===== src/rtl/bat_pkg.sv =====
package bat_pkg;
  localparam int unsigned EA_W    = 32;
  localparam int unsigned TOP_HI  = 31;
  localparam int unsigned TOP_LO  = 28;
  localparam int unsigned MID_HI  = 27;
  localparam int unsigned MID_LO  = 17;
  localparam int unsigned MID_W   = MID_HI - MID_LO + 1;
  localparam int unsigned MSK_LO  = 2;
  localparam int unsigned MSK_HI  = MSK_LO + MID_W - 1;
  localparam int unsigned VS_BIT  = 1;
  localparam int unsigned VP_BIT  = 0;
  localparam int unsigned RW_BIT  = 1;
  localparam int unsigned RO_BIT  = 0;

  typedef logic [EA_W-1:0] word_t;

  typedef struct packed {
    logic  hit;
    word_t pa;
    logic  rd_ok;
    logic  wr_ok;
    logic  fault;
  } xlate_res_t;
endpackage


===== src/rtl/bat_regfile.sv =====
module bat_regfile
  import bat_pkg::*;
#(
  parameter int unsigned NUM_ENTRIES = 4,
  localparam int unsigned IDX_W = (NUM_ENTRIES > 1) ? $clog2(NUM_ENTRIES) : 1
) (
  input  logic                         clk_i,
  input  logic                         rst_ni,
  input  logic                         we_i,
  input  logic                         wr_bank_i,
  input  logic [IDX_W-1:0]             wr_idx_i,
  input  logic                         wr_upper_i,
  input  word_t                        wdata_i,
  input  logic                         rd_bank_i,
  output word_t [NUM_ENTRIES-1:0]      upper_o,
  output word_t [NUM_ENTRIES-1:0]      lower_o
);
  localparam int unsigned NUM_BANKS = 2;

  word_t [NUM_BANKS-1:0][NUM_ENTRIES-1:0] upr_q;
  word_t [NUM_BANKS-1:0][NUM_ENTRIES-1:0] lwr_q;

  for (genvar b = 0; b < NUM_BANKS; b++) begin : g_bank
    for (genvar e = 0; e < NUM_ENTRIES; e++) begin : g_ent
      logic sel;
      assign sel = we_i && (wr_bank_i == 1'(b)) && (wr_idx_i == IDX_W'(e));

      always_ff @(posedge clk_i or negedge rst_ni) begin
        if (!rst_ni) begin
          upr_q[b][e] <= '0;
          lwr_q[b][e] <= '0;
        end else if (sel) begin
          if (wr_upper_i) upr_q[b][e] <= wdata_i;
          else            lwr_q[b][e] <= wdata_i;
        end
      end
    end
  end

  assign upper_o = upr_q[rd_bank_i];
  assign lower_o = lwr_q[rd_bank_i];
endmodule


===== src/rtl/bat_entry_cmp.sv =====
module bat_entry_cmp
  import bat_pkg::*;
(
  input  word_t ea_i,
  input  logic  supervisor_i,
  input  word_t upper_i,
  input  word_t lower_i,
  output logic  match_o,
  output word_t pa_o,
  output logic  rd_ok_o,
  output logic  wr_ok_o
);
  logic [MID_W-1:0] len_mask;
  logic [MID_W-1:0] ea_mid;
  logic             top_eq;
  logic             mid_eq;
  logic             usable;
  logic             unused_bits;

  assign len_mask = upper_i[MSK_HI:MSK_LO];
  assign ea_mid   = ea_i[MID_HI:MID_LO];
  assign top_eq   = ea_i[TOP_HI:TOP_LO] == upper_i[TOP_HI:TOP_LO];
  // bits under the mask must be clear in the upper word for a match
  assign mid_eq   = (ea_mid & ~len_mask) == upper_i[MID_HI:MID_LO];
  assign usable   = supervisor_i ? upper_i[VS_BIT] : upper_i[VP_BIT];
  assign match_o  = top_eq && mid_eq && usable;

  assign pa_o = {lower_i[TOP_HI:TOP_LO],
                 (ea_mid & len_mask) | lower_i[MID_HI:MID_LO],
                 ea_i[MID_LO-1:0]};

  assign wr_ok_o = lower_i[RW_BIT];
  assign rd_ok_o = lower_i[RW_BIT] | lower_i[RO_BIT];

  assign unused_bits = ^{upper_i[MID_LO-1:MSK_HI+1], lower_i[MID_LO-1:RW_BIT+1]};
endmodule


===== src/rtl/bat_prio_pick.sv =====
module bat_prio_pick
  import bat_pkg::*;
#(
  parameter int unsigned NUM_ENTRIES = 4
) (
  input  logic [NUM_ENTRIES-1:0] match_i,
  input  word_t [NUM_ENTRIES-1:0] pa_i,
  input  logic [NUM_ENTRIES-1:0] rd_ok_i,
  input  logic [NUM_ENTRIES-1:0] wr_ok_i,
  output logic                   hit_o,
  output word_t                  pa_o,
  output logic                   rd_ok_o,
  output logic                   wr_ok_o
);
  // scan from highest to lowest so the lowest index overrides
  always_comb begin
    hit_o   = 1'b0;
    pa_o    = '0;
    rd_ok_o = 1'b0;
    wr_ok_o = 1'b0;
    for (int i = NUM_ENTRIES - 1; i >= 0; i--) begin
      if (match_i[i]) begin
        hit_o   = 1'b1;
        pa_o    = pa_i[i];
        rd_ok_o = rd_ok_i[i];
        wr_ok_o = wr_ok_i[i];
      end
    end
  end
endmodule


===== src/rtl/bat_xlate.sv =====
module bat_xlate
  import bat_pkg::*;
#(
  parameter int unsigned NUM_ENTRIES = 4,
  parameter bit          REG_OUT     = 1'b1,
  localparam int unsigned IDX_W = (NUM_ENTRIES > 1) ? $clog2(NUM_ENTRIES) : 1
) (
  input  logic             clk_i,
  input  logic             rst_ni,
  input  logic [31:0]      ea_i,
  input  logic             supervisor_i,
  input  logic             ifetch_i,
  input  logic             store_i,
  input  logic             cfg_we_i,
  input  logic             cfg_bank_i,
  input  logic [IDX_W-1:0] cfg_idx_i,
  input  logic             cfg_upper_i,
  input  logic [31:0]      cfg_wdata_i,
  output logic             hit_o,
  output logic [31:0]      pa_o,
  output logic             rd_ok_o,
  output logic             wr_ok_o,
  output logic             prot_fault_o
);
  word_t [NUM_ENTRIES-1:0] upr;
  word_t [NUM_ENTRIES-1:0] lwr;
  logic  [NUM_ENTRIES-1:0] ent_match;
  word_t [NUM_ENTRIES-1:0] ent_pa;
  logic  [NUM_ENTRIES-1:0] ent_rd;
  logic  [NUM_ENTRIES-1:0] ent_wr;
  logic                    sel_hit;
  word_t                   sel_pa;
  logic                    sel_rd;
  logic                    sel_wr;
  xlate_res_t              res_d;
  xlate_res_t              res_q;

  bat_regfile #(.NUM_ENTRIES(NUM_ENTRIES)) u_regs (
    .clk_i      (clk_i),
    .rst_ni     (rst_ni),
    .we_i       (cfg_we_i),
    .wr_bank_i  (cfg_bank_i),
    .wr_idx_i   (cfg_idx_i),
    .wr_upper_i (cfg_upper_i),
    .wdata_i    (cfg_wdata_i),
    .rd_bank_i  (ifetch_i),
    .upper_o    (upr),
    .lower_o    (lwr)
  );

  for (genvar e = 0; e < NUM_ENTRIES; e++) begin : g_cmp
    bat_entry_cmp u_cmp (
      .ea_i         (ea_i),
      .supervisor_i (supervisor_i),
      .upper_i      (upr[e]),
      .lower_i      (lwr[e]),
      .match_o      (ent_match[e]),
      .pa_o         (ent_pa[e]),
      .rd_ok_o      (ent_rd[e]),
      .wr_ok_o      (ent_wr[e])
    );
  end

  bat_prio_pick #(.NUM_ENTRIES(NUM_ENTRIES)) u_pick (
    .match_i (ent_match),
    .pa_i    (ent_pa),
    .rd_ok_i (ent_rd),
    .wr_ok_i (ent_wr),
    .hit_o   (sel_hit),
    .pa_o    (sel_pa),
    .rd_ok_o (sel_rd),
    .wr_ok_o (sel_wr)
  );

  always_comb begin
    res_d.hit   = sel_hit;
    res_d.pa    = sel_pa;
    res_d.rd_ok = sel_rd;
    res_d.wr_ok = sel_wr;
    res_d.fault = sel_hit && (store_i ? !sel_wr : !sel_rd);
  end

  if (REG_OUT) begin : g_reg
    always_ff @(posedge clk_i or negedge rst_ni) begin
      if (!rst_ni) res_q <= '0;
      else         res_q <= res_d;
    end
  end else begin : g_comb
    assign res_q = res_d;
  end

  assign hit_o        = res_q.hit;
  assign pa_o         = res_q.pa;
  assign rd_ok_o      = res_q.rd_ok;
  assign wr_ok_o      = res_q.wr_ok;
  assign prot_fault_o = res_q.fault;
endmodule


===== config.mk =====
export PLATFORM = sky130hd
export DESIGN_NAME = bat_xlate
export DESIGN_NICKNAME = d
export VERILOG_FILES = /design/src/rtl/bat_pkg.sv /design/src/rtl/bat_regfile.sv /design/src/rtl/bat_entry_cmp.sv /design/src/rtl/bat_prio_pick.sv /design/src/rtl/bat_xlate.sv
export SDC_FILE = /design/constraint.sdc
export NUM_CORES = 1
export LEC_CHECK = 0
export ABC_CLOCK_PERIOD_IN_PS = 7400
export BUFFER_PORTS_ARGS = -buffer_cell sky130_fd_sc_hd__buf_2
export CORE_MARGIN = 2
export CORE_UTILIZATION = 45
export CTS_CLUSTER_SIZE = 25
export DETAILED_ROUTE_END_ITERATION = 8
export PLACE_DENSITY = 0.7
export SLEW_MARGIN = 20
export SYNTH_ARGS = -nofsm -noshare
export SYNTH_HDL_FRONTEND = slang
export SYNTH_SLANG_ARGS = --single-unit

===== constraint.sdc =====
create_clock -name clk_i -period 7.4 [get_ports clk_i]
set_input_delay 0.74 -clock clk_i [delete_from_list [all_inputs] [get_ports clk_i]]
set_output_delay 0.74 -clock clk_i [all_outputs]
set_load 0.005 [all_outputs]

---- Word-level counts from Yosys, hierarchy flattened ----
Index checks and enable logic that the tools add are counted.
cells by class
  $lt $le $gt $ge ......................... 1
  eq/ne operators ......................... 11
  multiplexer cells ....................... 25
  bitwise gates (word level) .............. 22
  reduce and logical (&&, ||, !) cells .... 38
operators by type and width
  operator                                                                      number
  128-bit two-way mux                                                           4
  32-bit two-way mux                                                            4
  11-bit AND                                                                    8
  11-bit equality test                                                          4
  11-bit NOT                                                                    4
  11-bit bitwise OR                                                             4
  2-bit AND reduction                                                           16
  1-bit logical AND                                                             19
  1-bit two-way mux                                                             17
  4-bit equality test                                                           4
  2-bit equality test, second input constant                                    2
  1-bit bitwise OR                                                              4
  2-bit by 1-bit equality test with 1-bit output, second input constant         1
  1-bit zero test                                                               2
  2-bit zero test                                                               1
  1-bit by 2-bit less-than comparator with 1-bit output, second input constant  1
  1-bit NOT                                                                     2
word-level totals
  flip-flop bits (word level) ............. 548
  input bits .............................. 74
  output and inout port bits .............. 36

---- Depth between registers and ports, before layout ----
  depth in word-level cells ............... 14
  depth in mapped cells ................... 13
  gate-level depth less buffers ........... 8

---- Hierarchy ----
Synthesis repeated with hierarchy kept, for this count alone.
second synthesis, totals
  cells, all modules ...................... 1854
  area, all modules ....................... 26535.4 um^2
by module, submodules not included
  module         times used  cells an instance  area each (um^2)  seq. area each (um^2)
  bat_regfile    1           1419               22138.7           12812.3
  bat_entry_cmp  4           67                 536.8             0.0
  bat_prio_pick  1           129                1332.5            0.0
  bat_xlate      1           38                 917.1             900.9

---- Worst setup path after synthesis ----
OpenSTA, ideal clock, no wires.
  kind .................................... input -> register
  start ................................... input ifetch_i
  end ..................................... register res_q (netlist bit prot_fault_o)
  arrival ................................. 2.777 ns
  data required time ...................... 7.274 ns
  path slack .............................. 4.497 ns
  stages on the path ...................... 10
  buffers on the path ..................... 2
  path through ............................ buf_6 -> buf_6 -> mux2i_1 -> xor2_1 -> o211ai_1 -> a2111o_1 -> a2111o_1 -> nor4_1 -> nor2_1 -> o311a_1
RTL lines
  element                 RTL line         text
  start: declaration      bat_xlate.sv:12  input logic ifetch_i,
  end signal: assignment  bat_xlate.sv:86  else res_q <= res_d;
  end: declaration        bat_xlate.sv:36  xlate_res_t res_q;

==> reports/qor.csv <==
stage,metric,value,unit
synthesis,synth_largest_area_cell,dfrtp_1,
detailed_routing,met1_length,22500,um
synthesis,synth.area.top_cells,"dfrtp_1 (54%), mux2_2 (23%), a21oi_1 (3.0%)",
die,pin_count,110,
cts,ctsResizeCount,0,
synthesis,synth-seq-area-share,53.8,%
final_layout,drive_above_1_share,36.6,%
detailed_routing,viasPerCell,6.15,
global_routing,grt_pass1_vias,12800,
global_routing,grt_max_degree,170,
setup_path,r2r_start,u_regs.upr_q[220],
synthesis,async_flop_share,100,%
die,fp.dieH,206,um
die,core,0.0406,sq mm
timing,fin_crit_sh,65.6,%
detailed_routing,met3_length,4120,um
synthesis,yosys_warnings,0,
setup_path,path_class,in2reg,
cts,cts_tree,built,
timing,rsz0062_at_grt,false,
detailed_routing,routed_wl,53300,um
final_layout,area_growth,13.7,%
cts,cts-root-buf,clkbuf_16,
setup_path,critPathLaunchType,input pin,
cts,cts_buffers,42,
power_and_ir_drop,power.density,297,mW/mm^2
place,hpwlAfterDp,34400,um
die,dieArea,0.0426,sq mm
timing,finClkSkew,0.0167,ns
synthesis,ys_types,51,
setup_path,worstPathRequired,7.88,ns
power_and_ir_drop,p_switching,1730,uW
cts,clk-insertion-delay-late,0.55,ns
timing,worst_slew_pin_slew,1.16,ns
detailed_routing,first_pass_iters,5,
global_routing,antenna_found_initial,7,
synthesis,syn_inst,1480,
power_and_ir_drop,ir_worst_vdd,228,uV
synthesis,avgSynthCellArea,12.4,sq um
die,start_util,45.3,%
place,routabilityCongestion,0.889,
synthesis,synth_top_area_share,53.8,%
place,io_buffer_count,105,
min_path,hold_path_class,in2async,
synthesis,synth_fp_nets,1554,
power_and_ir_drop,power_leakage,0.00904,uW
cts,htree_levels,2,
synthesis,synth_edf_count,0,
timing,setup_viol,0,
timing,max_freq,206,MHz
global_routing,overflow,0,
synthesis,synth_flop_cell,dfrtp_1,
die,num_rows,74,
setup_path,crit_arrival,5.33,ns
synthesis,syn_area,0.0184,sq mm
detailed_routing,met2_length,24500,um
power_and_ir_drop,switching_share,27.7,%
global_routing,track_usage,25.4,%
setup_path,startpoint,ifetch_i,
detailed_routing,drtAntennaViolNets,0,
cts,cts.path.max_buffers,3,
power_and_ir_drop,power.share.combinational,17.4,%
timing,slew_viol_final,0,
detailed_routing,drc_errors,0,
run,cap_violations,0,
timing,slew_headroom,22.4,%
detailed_routing,drtIter0Drc,1239,
timing,whs,0.169,ns
detailed_routing,top_layer,met5,
global_routing,grt_pass1_wl,80400,um
final_layout,num-nets-final,1626,
synthesis,synth-seq-cells,396,
power_and_ir_drop,cellInternalPower,4500,uW
cts,cts_hold_buf,0,
power_and_ir_drop,seqPwrFrac,47.7,%
timing,timing.setup.tns,0,ns
timing,finalHoldViolations,0,
cts,cts.clk_slew.worst_paths,0.06,ns
setup_path,path_max_fanout,93,
timing,period_minus_slack,4.85,ns
run_status,status,"finished, final reports clean",
detailed_routing,wl_per_cell,25.1,um
setup_path,critical_path.endpoint_type,flip-flop,
cts,post_cts_buffers,0,
power_and_ir_drop,pwr-share-clk,34.9,%
final_layout,nFillCells,3453,
die,fp.dieW,206,um
cts,cts_sinks,396,
detailed_routing,dr_total_vias,13000,
[state kept, by name, summed over array words and instances (netlist names)]
register and count:
u_regs.upr_q 224, pa_o 32, prot_fault_o 1, wr_ok_o 1, u_regs.lwr_q 136, hit_o 1, rd_ok_o 1
[worst max-delay path: stages]
cell and delay [ns]:
clkbuf_8 0.54, buf_4 0.46, nor3_1 0.10, o21ai_0 0.49, o2111ai_1 0.32, nor4_1 0.88
and2_1 0.75, buf_4 0.38, nor2_1 0.09, nand3_2 0.24, o311a_1 0.21
[final cells by class]
type	count	area [sq um]	area share [%]
Tap cell	532	666	3.18
Timing Repair Buffer	126	771	3.68
Sequential cell	396	9910	47.3
Multi-Input combinational cell	971	8090	38.6
Clock buffer	63	1290	6.18
Antenna cell	6	15.0	0.0717
Inverter	15	56.3	0.269
Clock inverter	13	146	0.699
[power by group through the flow]
stage | logic, uW | clock network, uW | registers, uW
finish | 1080 | 2170 | 2970
global placement | 1040 | 0 | 2950
global route | 1170 | 2300 | 3020
detailed placement | 1070 | 0 | 2990
CTS | 1080 | 2200 | 2950
floorplan | 769 | 0 | 2880
[placed cells by master, fill, tap and decap left out, drive strengths merged, types with 3 or more instances in the layout]
cell     netlist  routed
nor2          29      29
o21ai         66      66
clkinv         0       9
nand2          6       6
buf           40     125
diode          0       6
bufinv         0       3
o2bb2ai       11      11
a211oi        62      62
and2          19      19
xor2          14      14
o2111ai       10      10
a21oi        112     112
a21o          11      11
mux2         370     370
inv           15      15
or3            6       6
nand3          7       7
dfrtp        396     396
mux2i         29      29
xnor2          5       5
nand2b        40      40
nor4           5       5
nor2b         21      21
a221oi         9       9
o211ai        14      14
a22oi          7       7
clkbuf        58      64
nand3b         3       3
nor3b         28      28
o31ai          4       4
nand4         17      17
nor3          45      45
[cell families after synthesis]
family / Yosys count / share of synthesized area, %
buffers and inverters: 113 / 2.67
AOI/OAI and AO/OA: 325 / 11.2
and+or+nand+nor: 228 / 7.25
DFF: 396 / 53.8
muxes: 399 / 24.2
xor gates and xnor gates: 19 / 0.904
[through the flow]
step / util, % / power (uW) / setup slack (ns) / area (sq um) / std cells
global placement: 47.8 / 3990 / 2.34 / 19400 / 2038
floorplan: - / 3650 / 4.50 / 18400 / 1480
finish: 51.5 / 6220 / 2.55 / 20900 / 2122
global route: 51.5 / 6490 / 2.59 / 20900 / 2120
detailed placement: 47.8 / 4060 / 2.32 / 19400 / 2038
CTS: 51.3 / 6230 / 2.84 / 20900 / 2114
[metal layers]
layer | vias up | track usage (%)
li1 | 5648 | -
met3 | 110 | 5.22
met2 | 540 | 39.9
met4 | 4 | 10.0
met5 | - | 0
met1 | 6746 | 34.6
[synth_stat cells (11+ instances only)]
cell,n
a211oi_1,62
a21o_1,11
a21oi_1,112
and2_1,19
buf_1,14
buf_2,18
clkbuf_1,58
dfrtp_1,396
inv_1,15
mux2_2,370
mux2i_1,29
nand2b_1,40
nand4_1,17
nor2_1,29
nor2b_1,21
nor3_1,44
nor3b_1,28
o211ai_1,14
o21ai_0,66
o2bb2ai_1,11
xor2_1,14
[worst paths after layout]
| kind | to | slack [ns] | cells after the start |
|---|---|---|---|
| worst max-delay path | prot_fault_o | 2.55 | 11 |
| worst min-delay path | u_regs.lwr_q[83] | 0.17 | 1 |
| worst max register to register | prot_fault_o | 3.38 | 9 |
| worst min register to register | u_regs.lwr_q[30] | 0.50 | 1 |
| max in group asynchronous | u_regs.lwr_q[62] | 5.81 | 2 |
| min in group clk_i | pa_o[11] | 0.40 | 2 |
Note: power is estimated with default switching activity, not from simulation.
